===== src/rtl/rtc_cmos_pkg.sv =====
// Package: layout constants, write classes and BCD helpers shared by the
// register-file modules. The byte layout is fixed because software decodes it.
package rtc_cmos_pkg;

    localparam int NREG  = 96;
    localparam int IDX_W = $clog2(NREG);

    localparam logic [IDX_W-1:0] IX_SEC   = 7'h00;
    localparam logic [IDX_W-1:0] IX_MIN   = 7'h02;
    localparam logic [IDX_W-1:0] IX_HOUR  = 7'h04;
    localparam logic [IDX_W-1:0] IX_DOW   = 7'h06;
    localparam logic [IDX_W-1:0] IX_DOM   = 7'h07;
    localparam logic [IDX_W-1:0] IX_MON   = 7'h08;
    localparam logic [IDX_W-1:0] IX_YEAR  = 7'h09;
    localparam logic [IDX_W-1:0] IX_CTLA  = 7'h0A;
    localparam logic [IDX_W-1:0] IX_CTLB  = 7'h0B;
    localparam logic [IDX_W-1:0] IX_STATC = 7'h0C;
    localparam logic [IDX_W-1:0] IX_STATD = 7'h0D;
    localparam logic [IDX_W-1:0] IX_NV0   = 7'h0E;
    localparam logic [IDX_W-1:0] IX_CENT  = 7'h32;
    localparam logic [IDX_W-1:0] IX_MLO   = 7'h34;
    localparam logic [IDX_W-1:0] IX_MHI   = 7'h35;
    localparam logic [IDX_W-1:0] IX_XLO   = 7'h5B;
    localparam logic [IDX_W-1:0] IX_XMID  = 7'h5C;
    localparam logic [IDX_W-1:0] IX_XHI   = 7'h5D;
    localparam logic [IDX_W-1:0] IX_CPUS  = 7'h5F;

    localparam int BIT_24H = 1;   // in control B
    localparam int BIT_PF  = 6;   // in status C
    localparam int BIT_VT  = 7;   // in status D

    typedef enum logic [1:0] {WK_STORE, WK_CTLA, WK_CTLB, WK_DROP} wkind_t;

    typedef struct packed {
        logic [7:0] sec;
        logic [7:0] min;
        logic [7:0] hour;
        logic [7:0] dow;
        logic [7:0] dom;
        logic [7:0] mon;
        logic [7:0] yr;
        logic [7:0] cent;
    } tod_bcd_t;

    // Classify a data-port write by target index.
    function automatic wkind_t wr_kind(logic [IDX_W-1:0] ix);
        if (ix == IX_CTLA)                                 return WK_CTLA;
        if (ix == IX_CTLB)                                 return WK_CTLB;
        if (ix >= IX_NV0)                                  return WK_STORE;
        if (ix == IX_SEC || ix == IX_MIN || ix == IX_HOUR) return WK_STORE;
        if (ix >= IX_DOW && ix <= IX_YEAR)                 return WK_STORE;
        return WK_DROP;
    endfunction

    // Two-digit binary to packed BCD; input assumed below 100.
    function automatic logic [7:0] to_bcd(logic [6:0] v);
        logic [6:0] tens;
        logic [6:0] ones;
        tens = v / 7'd10;
        ones = v % 7'd10;
        return {tens[3:0], ones[3:0]};
    endfunction

endpackage


===== src/rtl/rtc_index_latch.sv =====
// Index latch: captures the port-0 write value, drops bit 7, and redirects any
// value outside the register space to status register D.
// Assumes at most one index write per cycle.
module rtc_index_latch
    import rtc_cmos_pkg::*;
(
    input  logic             clk,
    input  logic             rst_n,
    input  logic             idx_wr,
    input  logic [7:0]       wdata,
    output logic [IDX_W-1:0] idx
);

    logic [6:0] masked;
    assign masked = wdata[6:0];

    // Latch the decoded index on a port-0 write.
    always_ff @(posedge clk) begin
        if (!rst_n)
            idx <= '0;
        else if (idx_wr)
            idx <= (int'(masked) < NREG) ? masked[IDX_W-1:0] : IX_STATD;
    end

    a_r3_idx_in_space: assert property (@(posedge clk) disable iff (!rst_n)
        int'(idx) < NREG);

endmodule


===== src/rtl/rtc_tod_loader.sv =====
// Time loader: converts the binary time inputs to packed BCD for a one-cycle
// load, and produces the pulse that restores the valid flag afterwards.
// Assumes the inputs are in range (year below 10000) while time_load is high.
module rtc_tod_loader
    import rtc_cmos_pkg::*;
(
    input  logic        clk,
    input  logic        rst_n,
    input  logic        time_load,
    input  logic [5:0]  tl_sec,
    input  logic [5:0]  tl_min,
    input  logic [4:0]  tl_hour,
    input  logic [2:0]  tl_wday,
    input  logic [4:0]  tl_mday,
    input  logic [3:0]  tl_mon,
    input  logic [13:0] tl_year,
    output tod_bcd_t    tod,
    output logic        ld_we,
    output logic        vt_set
);

    logic        load_q;
    logic [13:0] yy;
    logic [13:0] cc;

    assign yy = tl_year % 14'd100;
    assign cc = tl_year / 14'd100;

    // Convert every field to BCD; weekday and month become 1-based.
    always_comb begin
        tod.sec  = to_bcd(7'(tl_sec));
        tod.min  = to_bcd(7'(tl_min));
        tod.hour = to_bcd(7'(tl_hour));
        tod.dow  = to_bcd(7'(tl_wday) + 7'd1);
        tod.dom  = to_bcd(7'(tl_mday));
        tod.mon  = to_bcd(7'(tl_mon) + 7'd1);
        tod.yr   = to_bcd(yy[6:0]);
        tod.cent = to_bcd(cc[6:0]);
    end

    // Remember the last load, so the valid flag returns after it ends.
    always_ff @(posedge clk) begin
        if (!rst_n) load_q <= 1'b0;
        else        load_q <= time_load;
    end

    assign ld_we  = time_load;
    assign vt_set = load_q && !time_load;

endmodule


===== src/rtl/rtc_reg_store.sv =====
// Register store: the 96-byte array with the data-port write policy, status
// flag handling, time-load writes and the registered read path.
// Assumes the index is already in range.
module rtc_reg_store
    import rtc_cmos_pkg::*;
#(
    parameter logic [15:0] MEM_LO_UNITS = 16'h3F00,
    parameter logic [23:0] MEM_HI_UNITS = 24'h040000,
    parameter logic [7:0]  CPU_COUNT    = 8'h00
) (
    input  logic             clk,
    input  logic             rst_n,
    input  logic [IDX_W-1:0] idx,
    input  logic             bus_sel,
    input  logic             bus_rd,
    input  logic             dat_wr,
    input  logic [7:0]       wdata,
    input  logic             per_tick,
    input  tod_bcd_t         tod,
    input  logic             ld_we,
    input  logic             vt_set,
    output logic [7:0]       rdata,
    output logic [7:0]       reg_a_q,
    output logic [7:0]       reg_b_q,
    output logic             ctl_a_stb,
    output logic             ctl_b_stb,
    output logic             pf_pending,
    output logic             time_valid
);

    logic [7:0] mem [NREG];
    wkind_t     kind;
    logic       rd_c;

    assign kind = wr_kind(idx);
    assign rd_c = bus_rd && bus_sel && (idx == IX_STATC);

    // Apply port writes, flag updates and time loads, in rising priority.
    always_ff @(posedge clk) begin
        if (!rst_n) begin
            for (int i = 0; i < NREG; i++) mem[i] <= '0;
            mem[IX_CTLB] <= 8'(1 << BIT_24H);
            mem[IX_MLO]  <= MEM_LO_UNITS[7:0];
            mem[IX_MHI]  <= MEM_LO_UNITS[15:8];
            mem[IX_XLO]  <= MEM_HI_UNITS[7:0];
            mem[IX_XMID] <= MEM_HI_UNITS[15:8];
            mem[IX_XHI]  <= MEM_HI_UNITS[23:16];
            mem[IX_CPUS] <= CPU_COUNT;
            ctl_a_stb    <= 1'b0;
            ctl_b_stb    <= 1'b0;
        end else begin
            ctl_a_stb <= 1'b0;
            ctl_b_stb <= 1'b0;
            if (dat_wr) begin
                case (kind)
                    WK_STORE: mem[idx] <= wdata;
                    WK_CTLA:  begin mem[idx] <= wdata; ctl_a_stb <= 1'b1; end
                    WK_CTLB:  begin mem[idx] <= wdata; ctl_b_stb <= 1'b1; end
                    default:  ;
                endcase
            end
            if (rd_c)     mem[IX_STATC][BIT_PF] <= 1'b0;
            if (per_tick) mem[IX_STATC][BIT_PF] <= 1'b1;
            if (ld_we) begin
                mem[IX_SEC]          <= tod.sec;
                mem[IX_MIN]          <= tod.min;
                mem[IX_HOUR]         <= tod.hour;
                mem[IX_DOW]          <= tod.dow;
                mem[IX_DOM]          <= tod.dom;
                mem[IX_MON]          <= tod.mon;
                mem[IX_YEAR]         <= tod.yr;
                mem[IX_CENT]         <= tod.cent;
                mem[IX_STATD][BIT_VT] <= 1'b0;
            end else if (vt_set) begin
                mem[IX_STATD][BIT_VT] <= 1'b1;
            end
        end
    end

    // Register read data from either the index or the selected byte.
    always_ff @(posedge clk) begin
        if (!rst_n)      rdata <= '0;
        else if (bus_rd) rdata <= bus_sel ? mem[idx] : 8'(idx);
    end

    assign reg_a_q    = mem[IX_CTLA];
    assign reg_b_q    = mem[IX_CTLB];
    assign pf_pending = mem[IX_STATC][BIT_PF];
    assign time_valid = mem[IX_STATD][BIT_VT];

    // status registers ignore port writes
    a_r5_stat_c_ro: assert property (@(posedge clk) disable iff (!rst_n)
        (dat_wr && idx == IX_STATC && !per_tick && !bus_rd) |=> $stable(mem[IX_STATC]));
    a_r5_stat_d_ro: assert property (@(posedge clk) disable iff (!rst_n)
        (dat_wr && idx == IX_STATD && !ld_we && !vt_set) |=> $stable(mem[IX_STATD]));
    // flag set by tick, cleared by read of C
    a_r6_tick_sets: assert property (@(posedge clk) disable iff (!rst_n)
        per_tick |=> pf_pending);
    a_r6_read_clears: assert property (@(posedge clk) disable iff (!rst_n)
        (rd_c && !per_tick) |=> !pf_pending);
    // strobes follow their own writes only
    a_r9_stb_excl: assert property (@(posedge clk) disable iff (!rst_n)
        $onehot0({ctl_a_stb, ctl_b_stb}));
    a_r9_a_stb: assert property (@(posedge clk) disable iff (!rst_n)
        (dat_wr && idx == IX_CTLA) |=> ctl_a_stb);
    // read data holds without a read
    a_r10_hold: assert property (@(posedge clk) disable iff (!rst_n)
        !bus_rd |=> $stable(rdata));

endmodule


===== src/rtl/rtc_cmos_regfile.sv =====
// Top: two-port RTC index/data register file. It splits the bus strobes
// between the index latch and the register store, and feeds time loads
// through the BCD loader. Assumes single-cycle strobes from a synchronous master.
module rtc_cmos_regfile
    import rtc_cmos_pkg::*;
#(
    parameter logic [15:0] MEM_LO_UNITS = 16'h3F00,
    parameter logic [23:0] MEM_HI_UNITS = 24'h040000,
    parameter logic [7:0]  CPU_COUNT    = 8'h00
) (
    input  logic        clk,
    input  logic        rst_n,
    input  logic        bus_sel,
    input  logic        bus_rd,
    input  logic        bus_wr,
    input  logic [7:0]  bus_wdata,
    output logic [7:0]  bus_rdata,
    input  logic        per_tick,
    input  logic        time_load,
    input  logic [5:0]  tl_sec,
    input  logic [5:0]  tl_min,
    input  logic [4:0]  tl_hour,
    input  logic [2:0]  tl_wday,
    input  logic [4:0]  tl_mday,
    input  logic [3:0]  tl_mon,
    input  logic [13:0] tl_year,
    output logic [7:0]  reg_a_q,
    output logic [7:0]  reg_b_q,
    output logic        ctl_a_stb,
    output logic        ctl_b_stb,
    output logic        pf_pending,
    output logic        time_valid
);

    logic [IDX_W-1:0] idx;
    tod_bcd_t         tod;
    logic             ld_we;
    logic             vt_set;

    rtc_index_latch u_idx (
        .clk    (clk),
        .rst_n  (rst_n),
        .idx_wr (bus_wr && !bus_sel),
        .wdata  (bus_wdata),
        .idx    (idx)
    );

    rtc_tod_loader u_tod (
        .clk       (clk),
        .rst_n     (rst_n),
        .time_load (time_load),
        .tl_sec    (tl_sec),
        .tl_min    (tl_min),
        .tl_hour   (tl_hour),
        .tl_wday   (tl_wday),
        .tl_mday   (tl_mday),
        .tl_mon    (tl_mon),
        .tl_year   (tl_year),
        .tod       (tod),
        .ld_we     (ld_we),
        .vt_set    (vt_set)
    );

    rtc_reg_store #(
        .MEM_LO_UNITS (MEM_LO_UNITS),
        .MEM_HI_UNITS (MEM_HI_UNITS),
        .CPU_COUNT    (CPU_COUNT)
    ) u_store (
        .clk        (clk),
        .rst_n      (rst_n),
        .idx        (idx),
        .bus_sel    (bus_sel),
        .bus_rd     (bus_rd),
        .dat_wr     (bus_wr && bus_sel),
        .wdata      (bus_wdata),
        .per_tick   (per_tick),
        .tod        (tod),
        .ld_we      (ld_we),
        .vt_set     (vt_set),
        .rdata      (bus_rdata),
        .reg_a_q    (reg_a_q),
        .reg_b_q    (reg_b_q),
        .ctl_a_stb  (ctl_a_stb),
        .ctl_b_stb  (ctl_b_stb),
        .pf_pending (pf_pending),
        .time_valid (time_valid)
    );

    // valid flag drops on a load and returns once the load ends
    a_r7_vt_drop: assert property (@(posedge clk) disable iff (!rst_n)
        time_load |=> !time_valid);
    a_r7_vt_back: assert property (@(posedge clk) disable iff (!rst_n)
        vt_set |=> time_valid);

endmodule


===== config.mk =====
export PLATFORM = sky130hd
export DESIGN_NAME = rtc_cmos_regfile
export DESIGN_NICKNAME = d
export VERILOG_FILES = /design/src/rtl/rtc_cmos_pkg.sv /design/src/rtl/rtc_index_latch.sv /design/src/rtl/rtc_tod_loader.sv /design/src/rtl/rtc_reg_store.sv /design/src/rtl/rtc_cmos_regfile.sv
export SDC_FILE = /design/constraint.sdc
export NUM_CORES = 2
export LEC_CHECK = 0
export ABC_AREA = 1
export BUFFER_PORTS_ARGS = -buffer_cell sky130_fd_sc_hd__buf_4
export CORE_UTILIZATION = 57
export DETAILED_ROUTE_END_ITERATION = 6
export MAX_ROUTING_LAYER = met4
export PLACE_DENSITY = 0.76
export SYNTH_ARGS = -nofsm -noshare
export SYNTH_HDL_FRONTEND = slang
export SYNTH_SLANG_ARGS = --single-unit

===== constraint.sdc =====
create_clock -name clk -period 5.6 [get_ports clk]
set_input_delay 0.84 -clock clk [delete_from_list [all_inputs] [get_ports clk]]
set_output_delay 0.84 -clock clk [all_outputs]
set_load 0.005 [all_outputs]

# Yosys cells after proc, flatten, opt, wreduce, memory -nomap -nowiden
# Memories as Yosys holds them, arrays and structs flattened. A register that Yosys moved wholly into a read port is not among the register bits.
# Cells that the tools add are included.
[word_totals]
ram_bits = 768
register_bits = 18
out_inout_bits = 28
memories = 1
[memory_table]
columns = ["memory", "depth", "width", "read_ports", "rd_ports_with_merged_regs", "wr", "line_no", "rtl"]
rows = [
  ["u_store.mem", 96, 8, 5, 1, 96, "rtc_reg_store.sv:31", "logic [7:0] mem [NREG];"],
]
[classes]
n_div = 18
muxes = 79
add_sub_neg = 2
n_bitwise = 45
eq_ne = 15
n_lt_le_gt_ge = 4
n_reduce_logical = 13
[op_table]
columns = ["cell", "count"]
rows = [
  ["8-bit two-way mux", 19],
  ["7-bit == test, second input constant", 8],
  ["1-bit two-way mux", 46],
  ["7-bit by 4-bit divider with 7-bit output, second input constant", 4],
  ["7-bit by 4-bit remainder unit with 7-bit output, second input constant", 4],
  ["7-bit two-way mux", 4],
  ["7-bit by 4-bit == test with 1-bit output, second input constant", 3],
  ["1-bit OR", 21],
  ["2-bit two-way mux", 10],
  ["1-bit AND", 16],
  ["14-bit by 7-bit divider with 14-bit output, second input constant", 1],
  ["5-bit by 4-bit divider with 7-bit output, second input constant", 2],
  ["6-bit by 4-bit divider with 7-bit output, second input constant", 2],
  ["14-bit by 7-bit remainder unit with 14-bit output, second input constant", 1],
  ["5-bit by 4-bit remainder unit with 7-bit output, second input constant", 2],
  ["6-bit by 4-bit remainder unit with 7-bit output, second input constant", 2],
  ["1-bit inverter", 8],
  ["8-bit OR reduction", 1],
  ["7-bit by 2-bit == test with 1-bit output, second input constant", 1],
  ["7-bit by 3-bit == test with 1-bit output, second input constant", 1],
  ["7-bit by 3-bit >= comparator with 1-bit output, second input constant", 1],
  ["7-bit by 4-bit >= comparator with 1-bit output, second input constant", 1],
  ["7-bit by 4-bit <= comparator with 1-bit output, second input constant", 1],
  ["7-bit zero test", 1],
  ["other kinds (9)", 16],
]

# Longest topological paths before layout
[logic_depth]
depth_word = 34
ltp_mapped = 62
ltp_nobuf = 62

# Hierarchy
# A second synthesis with hierarchy kept.
[unflattened]
hier_cells = 5580
hier_area_um2 = 49932.9
[by_module_without_submodules]
columns = ["mod", "instances", "area_per_inst_um2", "seq_area_each_um2", "cells_per_inst"]
rows = [
  ["rtc_reg_store", 1, 46385.7, 30949.7, 4970],
  ["rtc_tod_loader", 1, 3238.1, 20.0, 565],
  ["rtc_index_latch", 1, 291.5, 140.1, 41],
  ["rtc_cmos_regfile", 1, 17.5, 0.0, 4],
]

# Worst setup path after synthesis
# No wires, ideal clock.
[synth_timing]
path_type = "input to register"
from = "input tl_year[10]"
to = "memory u_store.mem[50][3], data pin"
setup_time_ns = 0.253
cell_stages = 59
slack_ns = -0.361
n_path_buf = 0
t_arrival_ns = 5.708
required_time_ns = 5.347
cell_sequence = "inv_2 -> nand2_1 -> nand4_1 -> nand4_2 -> nand2_2 -> nand2_2 -> nand3_1 -> nand2_1 -> nand2_2 -> nand3_4 -> nand2_4 -> nand2_1 -> nand2_2 -> nor2_2 -> nand2_2 -> nand2_4 -> nand2_1 -> nand2_2 -> (+23 left out) -> nand2_2 -> nand2_2 -> inv_1 -> ha_1 -> nand2_1 -> nand2_1 -> nand3_2 -> nand2_2 -> nand2_1 -> and2_1 -> ha_1 -> nand2_1 -> nand2_2 -> nand2_2 -> nand2_1 -> nand2_1 -> nand2_1 -> nand2_1"
[synth_rtl]
columns = ["item", "line_no", "rtl"]
rows = [
  ["start, declared", "rtc_cmos_regfile.sv:26", "input logic [13:0] tl_year,"],
  ["end, declared", "rtc_reg_store.sv:31", ""],
]

==> results.cfg <==
[floorplan]
dieArea_um2 = 85400
dieHeight_um = 292
coreArea_um2 = 83600
start_util_pct = 57.5
die_w_um = 292
pin_count = 86
rows = 106

[yosys]
syn_inst = 4720
synthTopCellsByArea = edfxtp_1 (64%), nor2_1 (11%), o21ai_0 (7.2%)
synth_top_area_share_pct = 64.0
synth.distinct_cells = 53
syn_area_per_cell_um2 = 10.2
synth_edf_count = 1024
async_flop_share_pct = 0
synthFlopType = edfxtp_1
synthesis.area_um2 = 48000
ys.warnings.count = 0
synth_area_leader_cell = edfxtp_1
synth_seq_cells = 1049
yosysSeqAreaShare_pct = 65.1

[sta]
period_minus_slack_ps = 5770
timing.final.crit_share_pct = 103
rsz0062_at_grt = yes
worst_clock_skew_ps = 64.8
slew_headroom_pct = 16.4
tightestPinTransition_ps = 1250
fin_ws_ps = -165
setup_viol = 8
slew_violations = 0
whs_ps = 481
clock.fmax_ghz = 0.173
hold_viol = 0

[route]
viasPerCell = 6.33
via_count = 37562
firstDrtPassIters = 6
drt-wirelength-per-cell_um = 22.9
ant_nets = 0
wl_mm = 136
drc = 0
first_iter_violations = 5267

[setup_path]
crit_path_max_incr_delay_ps = 220
critical-path-top-cell-by-count = nand2_4
crit_fanout = 6
worstSetupPathType = input pin to flip-flop
r2r_cells = 9
endpoint_kind = flip-flop
crit_start = tl_year[11]
crit_arrival_ps = 6190
crit_slowest_cell = a21oi_4
crit_required_ps = 6030
worstReg2RegStart = u_idx.idx[2]
cp-start-kind = input pin

[finish]
fin_cells = 5938
area_growth_pct = 12.7
layout-drive-gt1-share_pct = 12.1
final_area_um2 = 54100
nNetsFinal = 4854

[worst_hold_path]
hold_depth = 3
hp-start = bus_sel
hold_class = input pin to flip-flop

[clocking]
clk_pin_slew_ps = 60
cts_buffers = 104
cts.path.max_buffers = 3
cts_max_level = 3
cts_tree = yes
clock-sinks = 1049
cts_root_buffer = clkbuf_16
clk_latency_ps = 700

[job]
drv_cap = 0

[place]
gp_congestion = 0.924
portBuffers = 85
dp_hpwl_mm = 81.3
dp.cells = 5720
place_area_um2 = 50100

[outcome]
status = finished, violations left
violations = negative setup slack

[grt]
track_usage_pct = 32.3
grt_pass1_vias = 35703
antenna_found_initial = 3
grt_first_pass_wirelength_mm = 205
grt_max_degree = 211
gr-total-overflow = 0

[power_and_ir_drop]
totalPowerFinal_uw = 23800
p_leak_uw = 0.0204
p_per_area_nw_per_um2 = 440
ir_drop_v = 0.000705
-- cell usage after synthesis, types with 5 or more instances --
library cell and number:
ha_1 25, nor2_1 1417, o21ai_1 8, o311ai_0 12, edfxtp_1 1024, nand2_1 387, or2_2 7, inv_2 37
nand2_2 31, clkbuf_1 313, a31oi_1 16, nand3_1 113, nand4_1 11, nand4_2 5, o22ai_1 279, xor2_1 15
nand2_4 9, nor3_1 7, dfxtp_1 25, o21ai_0 690, o221ai_1 49, a21oi_1 44, inv_1 134, nand3_2 7
-- what timing repair did --
action | CTS | global route
hold endpoints to repair | 0 | 0
resized for setup | 17 | 103
hold buffers | 0 | 0
setup buffers | 10 | 17
setup endpoints to repair | 3 | 9
pin swaps | 21 | 46
-- cells by family after synthesis --
family | Yosys count | synth area share [%]
and+or+nand+nor | 2011 | 16.9
other | 1 | 0.00781
DFF | 1049 | 65.1
adders and majority gates | 25 | 0.651
muxes | 1 | 0.0235
xor gates and xnor gates | 18 | 0.328
buffers and inverters | 493 | 3.86
AOI/OAI and AO/OA | 1122 | 13.1
-- where the power goes --
group	switching (µW)	total, µW	internal, µW
registers	121	9030	8910
clock network	3000	6860	3860
logic	4680	7950	3270
-- state kept, by name (all words and copies together) (netlist names), named ones only --
name,cells
u_store.rdata,8
u_tod.load_q,1
u_idx.idx,7
u_store.ctl_a_stb,1
u_store.ctl_b_stb,1
u_store.mem,1024
-- worst max-delay path, delay by kind of cell --
kind                       cells  cell delay, ps
AOI/OAI and AO/OA              1             220
adders and majority gates      1             150
buffers and inverters         12            1040
and+or+nand+nor               48            3920
-- layer usage --
metal | share of wire [%] | GRT usage [%] | vias up
met5 | 0 | - | -
met4 | 4.0 | 13.2 | 0
met3 | 12 | 6.32 | 361
met2 | 46 | 49.0 | 2528
met1 | 37 | 42.9 | 17960
li1 | - | - | 16713
-- through the flow --
stage | util [%] | setup TNS [ps] | setup WS, ps
2_1_floorplan | - | -955 | -289
3_3_place_gp | 60.0 | -3530 | -509
3_5_place_dp | 60.0 | -5520 | -732
4_1_cts | 64.1 | 0 | 5.90
5_1_grt | 64.8 | -3970 | -564
6_report | 64.8 | -840 | -165
-- layout by cell type, fill, tap and decap left out, types with 49 or more instances in the layout --
cell       count
buf_4        212
o21ai_0      686
clkbuf_16    106
edfxtp_1    1024
nor2_1      1410
inv_1        123
nand2_1      345
o22ai_1      279
nand3_1       97
o221ai_1      49
-- cell type report --
class                           count  area [µm²]
Clock inverter                     53         489
Tap cell                         1080        1350
Antenna cell                        5        12.5
Inverter                          175         721
Sequential cell                  1049       31300
Fill cell                        6291       29400
Timing Repair Buffer              226        1820
Multi-Input combinational cell   3215       15700
Clock buffer                      135        2810
-- path summary, 6_finish.rpt --
path	endpoint	slack (ps)
max	u_store.mem[9][1]	-170
min reg2reg	u_store.mem[13][7]	530
min	u_store.rdata[6]	480
max reg2reg	u_store.mem[39][1]	1480
Note: power is estimated with default switching activity, not from simulation.
